### src/rtl/drp_bridge_pkg.sv
package drp_bridge_pkg;

  // Host register byte offsets
  localparam int unsigned OFF_CTRL   = 32'h40;
  localparam int unsigned OFF_CLKSEL = 32'h44;
  localparam int unsigned OFF_CMD    = 32'h70;
  localparam int unsigned OFF_STAT   = 32'h74;

  // Control register bits
  localparam int unsigned BIT_RELEASE = 0;
  localparam int unsigned BIT_ENABLE  = 1;

  // Command word fields
  localparam int unsigned BIT_START   = 29;
  localparam int unsigned BIT_READ    = 28;
  localparam int unsigned ADDR_LSB    = 16;

  // Status word fields
  localparam int unsigned BIT_BUSY    = 16;

  typedef enum logic [0:0] {
    SEQ_IDLE = 1'b0,
    SEQ_WAIT = 1'b1
  } seq_state_t;

endpackage

### src/rtl/drp_host_regs.sv
module drp_host_regs
  import drp_bridge_pkg::*;
#(
  parameter int unsigned AW     = 8,
  parameter int unsigned DW     = 32,
  parameter int unsigned SEL_W  = 1,
  parameter int unsigned DRP_AW = 7,
  parameter int unsigned DRP_DW = 16
) (
  input  logic              clk,
  input  logic              rst_n,
  input  logic              bus_wr_en,
  input  logic              bus_rd_en,
  input  logic [AW-1:0]     bus_addr,
  input  logic [DW-1:0]     bus_wdata,
  output logic [DW-1:0]     bus_rdata,
  output logic              ctrl_release,
  output logic              ctrl_enable,
  output logic [SEL_W-1:0]  clk_sel,
  output logic              cmd_strobe,
  input  logic              st_busy,
  input  logic [DRP_DW-1:0] st_rdata,
  input  logic              cmd_rd,
  input  logic [DRP_AW-1:0] cmd_addr,
  input  logic [DRP_DW-1:0] cmd_data
);

  localparam logic [AW-1:0] A_CTRL   = AW'(OFF_CTRL);
  localparam logic [AW-1:0] A_CLKSEL = AW'(OFF_CLKSEL);
  localparam logic [AW-1:0] A_CMD    = AW'(OFF_CMD);
  localparam logic [AW-1:0] A_STAT   = AW'(OFF_STAT);

  logic             release_q, release_d;
  logic             enable_q,  enable_d;
  logic [SEL_W-1:0] sel_q,     sel_d;
  logic [DW-1:0]    rdata_q,   rdata_d;
  logic             ctrl_we, sel_we;
  logic [DW-1:0]    rd_word;
  logic             unused_wdata;

  assign unused_wdata = ^bus_wdata;

  // write decode
  always_comb begin
    ctrl_we    = bus_wr_en && (bus_addr == A_CTRL);
    sel_we     = bus_wr_en && (bus_addr == A_CLKSEL);
    cmd_strobe = bus_wr_en && (bus_addr == A_CMD);
    release_d  = bus_wdata[BIT_RELEASE];
    enable_d   = bus_wdata[BIT_ENABLE];
    sel_d      = bus_wdata[SEL_W-1:0];
  end

  // read mux
  always_comb begin
    rd_word = '0;
    unique case (bus_addr)
      A_CTRL: begin
        rd_word[BIT_RELEASE] = release_q;
        rd_word[BIT_ENABLE]  = enable_q;
      end
      A_CLKSEL: rd_word[SEL_W-1:0] = sel_q;
      A_CMD: begin
        rd_word[BIT_READ]                = cmd_rd;
        rd_word[ADDR_LSB +: DRP_AW]      = cmd_addr;
        rd_word[DRP_DW-1:0]              = cmd_data;
      end
      A_STAT: begin
        rd_word[BIT_BUSY]    = st_busy;
        rd_word[DRP_DW-1:0]  = st_rdata;
      end
      default: rd_word = '0;
    endcase
    rdata_d = rd_word;
  end

  always_ff @(posedge clk or negedge rst_n) begin
    if (!rst_n) begin
      release_q <= 1'b0;
      enable_q  <= 1'b0;
    end else if (ctrl_we) begin
      release_q <= release_d;
      enable_q  <= enable_d;
    end
  end

  always_ff @(posedge clk or negedge rst_n) begin
    if (!rst_n) begin
      sel_q <= '0;
    end else if (sel_we) begin
      sel_q <= sel_d;
    end
  end

  always_ff @(posedge clk or negedge rst_n) begin
    if (!rst_n) begin
      rdata_q <= '0;
    end else if (bus_rd_en) begin
      rdata_q <= rdata_d;
    end
  end

  assign bus_rdata    = rdata_q;
  assign ctrl_release = release_q;
  assign ctrl_enable  = enable_q;
  assign clk_sel      = sel_q;

endmodule

### src/rtl/drp_sequencer.sv
module drp_sequencer
  import drp_bridge_pkg::*;
#(
  parameter int unsigned DW     = 32,
  parameter int unsigned DRP_AW = 7,
  parameter int unsigned DRP_DW = 16
) (
  input  logic              clk,
  input  logic              rst_n,
  input  logic              cmd_strobe,
  input  logic [DW-1:0]     cmd_word,
  output logic              drp_en,
  output logic              drp_we,
  output logic [DRP_AW-1:0] drp_addr,
  output logic [DRP_DW-1:0] drp_di,
  input  logic [DRP_DW-1:0] drp_do,
  input  logic              drp_rdy,
  output logic              busy,
  output logic [DRP_DW-1:0] rd_data,
  output logic              cmd_rd
);

  seq_state_t        state_q, state_d;
  logic              accept, finish;
  logic              en_q, en_d;
  logic              we_q, we_d;
  logic              rd_q;
  logic [DRP_AW-1:0] addr_q;
  logic [DRP_DW-1:0] di_q;
  logic [DRP_DW-1:0] rdat_q;
  logic              unused_cmd;

  assign unused_cmd = ^cmd_word;

  // next-state
  always_comb begin
    accept  = cmd_strobe && cmd_word[BIT_START] && (state_q == SEQ_IDLE);
    finish  = (state_q == SEQ_WAIT) && drp_rdy;
    state_d = state_q;
    unique case (state_q)
      SEQ_IDLE: if (accept) state_d = SEQ_WAIT;
      SEQ_WAIT: if (drp_rdy) state_d = SEQ_IDLE;
      default:  state_d = SEQ_IDLE;
    endcase
    en_d = accept;
    we_d = accept && !cmd_word[BIT_READ];
  end

  always_ff @(posedge clk or negedge rst_n) begin
    if (!rst_n) begin
      state_q <= SEQ_IDLE;
      en_q    <= 1'b0;
      we_q    <= 1'b0;
    end else begin
      state_q <= state_d;
      en_q    <= en_d;
      we_q    <= we_d;
    end
  end

  // command capture, loaded only on an accepted command
  always_ff @(posedge clk or negedge rst_n) begin
    if (!rst_n) begin
      rd_q   <= 1'b0;
      addr_q <= '0;
      di_q   <= '0;
    end else if (accept) begin
      rd_q   <= cmd_word[BIT_READ];
      addr_q <= cmd_word[ADDR_LSB +: DRP_AW];
      di_q   <= cmd_word[DRP_DW-1:0];
    end
  end

  // returned data, loaded only when a read completes
  always_ff @(posedge clk or negedge rst_n) begin
    if (!rst_n) begin
      rdat_q <= '0;
    end else if (finish && rd_q) begin
      rdat_q <= drp_do;
    end
  end

  assign drp_en   = en_q;
  assign drp_we   = we_q;
  assign drp_addr = addr_q;
  assign drp_di   = di_q;
  assign busy     = (state_q == SEQ_WAIT);
  assign rd_data  = rdat_q;
  assign cmd_rd   = rd_q;

endmodule

### src/rtl/drp_reg_bridge.sv
module drp_reg_bridge
  import drp_bridge_pkg::*;
#(
  parameter int unsigned AW      = 8,
  parameter int unsigned DW      = 32,
  parameter int unsigned NUM_CLK = 2,
  parameter int unsigned DRP_AW  = 7,
  parameter int unsigned DRP_DW  = 16,
  localparam int unsigned SEL_W  = (NUM_CLK > 1) ? $clog2(NUM_CLK) : 1
) (
  input  logic              clk,
  input  logic              rst_n,
  input  logic              bus_wr_en,
  input  logic              bus_rd_en,
  input  logic [AW-1:0]     bus_addr,
  input  logic [DW-1:0]     bus_wdata,
  output logic [DW-1:0]     bus_rdata,
  output logic              synth_release,
  output logic              synth_enable,
  output logic [SEL_W-1:0]  clk_sel,
  output logic [DRP_AW-1:0] drp_addr,
  output logic [DRP_DW-1:0] drp_di,
  input  logic [DRP_DW-1:0] drp_do,
  output logic              drp_en,
  output logic              drp_we,
  input  logic              drp_rdy
);

  logic              cmd_strobe;
  logic              seq_busy;
  logic [DRP_DW-1:0] seq_rdata;
  logic              seq_cmd_rd;

  drp_host_regs #(
    .AW(AW), .DW(DW), .SEL_W(SEL_W), .DRP_AW(DRP_AW), .DRP_DW(DRP_DW)
  ) u_regs (
    .clk          (clk),
    .rst_n        (rst_n),
    .bus_wr_en    (bus_wr_en),
    .bus_rd_en    (bus_rd_en),
    .bus_addr     (bus_addr),
    .bus_wdata    (bus_wdata),
    .bus_rdata    (bus_rdata),
    .ctrl_release (synth_release),
    .ctrl_enable  (synth_enable),
    .clk_sel      (clk_sel),
    .cmd_strobe   (cmd_strobe),
    .st_busy      (seq_busy),
    .st_rdata     (seq_rdata),
    .cmd_rd       (seq_cmd_rd),
    .cmd_addr     (drp_addr),
    .cmd_data     (drp_di)
  );

  drp_sequencer #(
    .DW(DW), .DRP_AW(DRP_AW), .DRP_DW(DRP_DW)
  ) u_seq (
    .clk        (clk),
    .rst_n      (rst_n),
    .cmd_strobe (cmd_strobe),
    .cmd_word   (bus_wdata),
    .drp_en     (drp_en),
    .drp_we     (drp_we),
    .drp_addr   (drp_addr),
    .drp_di     (drp_di),
    .drp_do     (drp_do),
    .drp_rdy    (drp_rdy),
    .busy       (seq_busy),
    .rd_data    (seq_rdata),
    .cmd_rd     (seq_cmd_rd)
  );

endmodule

### config.mk
export PLATFORM = sky130hd
export DESIGN_NAME = drp_reg_bridge
export DESIGN_NICKNAME = d
export VERILOG_FILES = /design/src/rtl/drp_bridge_pkg.sv /design/src/rtl/drp_host_regs.sv /design/src/rtl/drp_sequencer.sv /design/src/rtl/drp_reg_bridge.sv
export SDC_FILE = /design/constraint.sdc
export NUM_CORES = 1
export LEC_CHECK = 0
export ABC_AREA = 1
export BUFFER_PORTS_ARGS = -buffer_cell sky130_fd_sc_hd__buf_2
export CAP_MARGIN = 40
export CORE_UTILIZATION = 44
export DETAILED_ROUTE_END_ITERATION = 16
export PLACE_DENSITY = 0.76
export SYNTH_ARGS = -nofsm -noshare
export SYNTH_HDL_FRONTEND = slang
export SYNTH_SLANG_ARGS = --single-unit
### constraint.sdc
create_clock -name clk -period 1.3 [get_ports clk]
set_clock_uncertainty 0.15 [all_clocks]
set_input_delay 0.26 -clock clk [delete_from_list [all_inputs] [get_ports clk]]
set_output_delay 0.26 -clock clk [all_outputs]
set_load 0.01 [all_outputs]
==> flow_summary.ini <==
[floorplan]
core_area_um2 = 6790
die_area_um2 = 7340
die_x_um = 85.7
dieHeight_um = 85.7
start_util = 0.453
io_pins = 121
std_cell_rows = 30

[routing]
via_per_inst = 4.74
drt-total-wl_mm = 8.14
routedWlPerCell_um = 13.9
vias = 2779
drc_errors = 0
drt_iter0_drc = 165
drt_first_pass_iters = 4
ant_nets = 0

[worst_setup_path]
cp-startpoint = u_seq.busy
cp-start-kind = flip-flop
timing.critical_path.to = u_seq.drp_di[13]
r2r_start = u_seq.busy
crit_path_end_kind = flip-flop
crit_fanout = 7
crit_arrival_ps = 1380
reg2reg_to = u_seq.drp_di[13]
criticalPathCategory = flip-flop to flip-flop
required_ps = 1370
reg2regPathDepth = 6
reg2reg_setup_slack_ps = -10

[status]
violations = setup timing
status = complete, but fails checks

[placement]
gp_congestion = 0.894
io_buffers = 105
placed_cells = 511
place_hpwl_mm = 4.87

[global_route]
grt_pass1_wl_mm = 12.2
overflow = 0
grt_use_total = 0.217
grt_pass1_vias = 2685
antenna_found_initial = 0
grt_max_degree = 71

[synth]
ys_ff_latch = 70
synthDistinctLibCells = 26
yosys.area_share.simple = 0.218
synth_compound_area_frac = 0.0678
yosysMostFrequentCell = nand2_1
muxShareOfSynthArea = 0.0585
synth_adder_area_share = 0
avgSynthCellArea_um2 = 10.0
ys_seq_area_frac = 0.569
synth_top_family_by_area = simple AND/OR/NAND/NOR gates
netlist_area_um2 = 3080
synthTopCellsByCount = nand2_1 (84), dfrtp_1 (70), nand3_1 (25)
syn_inst = 308
synth_enable_flop_cells = 0
ys.warnings.count = 0
synthXorXnorAreaFrac = 0
synth_area_leaders = dfrtp_1 (57%), nand2_1 (10%), mux2_2 (5.8%), nand3_1 (4.1%), a31oi_1 (3.0%)
synth_top_area_share = 0.569
synth_flop_cell = dfrtp_1
async_flop_share = 1.00
yosys.area.top_type = dfrtp_1

[power_and_ir_drop]
p_leak_nw = 2.48
irDropWorstVdd_mv = 0.596
power-per-cell-area_nw_per_um2 = 953
power.share.switching = 0.246
internal_power_mw = 3.32
power_frac_clock = 0.333
p_switching_mw = 1.08
p_comb_frac = 0.135
seqPwrFrac = 0.532
power_mw = 4.41

[sta]
rsz0062_at_grt = yes
finalCritPeriodShare = 1.01
hold_violations = 0
drv_slew = 0
layout_min_cycle_time_ps = 1310
clock.fmax_ghz = 0.762
timing.final.ws_setup_ps = -12.2
final-setup-viol-count = 7

[clock_tree]
clk_pin_slew_ps = 70
clockRootBuffer = clkbuf_8
clockBufferDepth = 2
cts_made_buffers = 9
htreeDepth = 3
cts_tree = built
clock-sinks = 70
clock_latency_ps = 330

[cells_and_area]
nNetsFinal = 548
syn2layout_area_growth_pct = 50.0
fin_util = 0.680
layout-drive-gt1-share = 0.453
instances_no_fill = 586
diodes = 0

[worst_hold_path]
hp-class = input pin to flip-flop

[job]
cap_violations = 0
-- final cells by class --
cell class                      instances  area [um2]
Clock buffer                           12         145
Clock inverter                          2        10.0
Fill cell                             516        2170
Inverter                               20         109
Multi-Input combinational cell        203        1210
Sequential cell                        70        1750
Tap cell                               96         120
Timing Repair Buffer                  183        1280
-- critical path, cell delays in order, from the launching register on --
cell and delay [ps]:
dfrtp_1 410, inv_2 70, and3_4 200, nand2_8 100, buf_6 160, nand2_1 50
nand2_1 60
-- flip-flops by register name, summed over array words and instances, names as in the netlist --
| name | cells |
|---|---|
| u_regs.ctrl_release | 1 |
| u_regs.ctrl_enable | 1 |
| u_seq.drp_di | 16 |
| u_seq.rd_data | 16 |
| u_seq.cmd_rd | 1 |
| u_seq.drp_addr | 7 |
| u_seq.busy | 1 |
| u_regs.bus_rdata | 24 |
| u_seq.drp_we | 1 |
| u_regs.clk_sel | 1 |
| u_seq.drp_en | 1 |
-- timing repair --
item	in CTS	in global routing
hold buffers	30	5
buffers inserted	8	18
endpoints found under the hold margin	99	5
resized for setup	8	40
pin swaps	3	6
endpoints found under the setup margin	35	78
-- power groups by stage --
stage	Sequential [mW]	Combinational [mW]	Clock [mW]
final	2.34	0.596	1.47
after global routing	2.35	0.649	1.61
after CTS	2.34	0.515	1.51
after detailed placement	2.38	0.430	0
after global placement	2.38	0.419	0
after floorplan	2.40	0.184	0
-- kinds of logic (layout without fill, tap and decap cells) --
logic type             Yosys count  after routing
and+or+nand+nor                144            144
DFF                             70             70
buffers and inverters           42            217
AOI/OAI and AO/OA               35             35
muxes                           16             16
other                            1              8
-- worst min-delay path by stage --
stage | start | slack (ps) | end | cells past startpoint
6_report | drp_do[15] | 20 | u_seq.rd_data[15] | 2
5_1_grt | drp_do[15] | 3 | u_seq.rd_data[15] | 2
4_1_cts | drp_do[13] | 0.9 | u_seq.rd_data[13] | 2
3_5_place_dp | rst_n | 150 | u_regs.bus_rdata[17] | 2
3_3_place_gp | rst_n | 150 | u_regs.bus_rdata[17] | 2
2_1_floorplan | rst_n | -190 | u_regs.bus_rdata[0] | 0
-- metrics by stage --
step / worst slack, ps / hold WS, ps / instance area, um2 / TNS (ps)
2_1_floorplan: 4.32 / -186 / 3110 / 0
3_3_place_gp: -143 / 146 / 3760 / -5260
3_5_place_dp: -191 / 149 / 3760 / -6620
4_1_cts: -10.2 / 0.944 / 4300 / -29.9
5_1_grt: -75.4 / 3.39 / 4620 / -2160
6_report: -12.2 / 15.7 / 4620 / -31.2
-- layout by cell type, fill, tap and decap left out, types with 3 or more instances in the layout --
cell and instances:
buf_4 36, buf_2 103, inv_1 14, nand3_1 25, clkbuf_8 10, nand2_2 28, o21ai_0 12, a31oi_1 15
inv_2 4, buf_6 4, conb_1 8, nand2_1 64, buf_12 4, nand2_4 3, dfrtp_1 70, o31ai_1 6
nor2_1 17, mux2_4 12, dlygate4sd3_1 35, mux2_2 4
-- routing by layer --
layer,part of all wire,GRT usage
met5,0,0
met4,0.0036,0.0879
met3,0.055,0.0462
met2,0.52,0.376
met1,0.42,0.264
No activity file was read; power rests on OpenSTA's default activity.
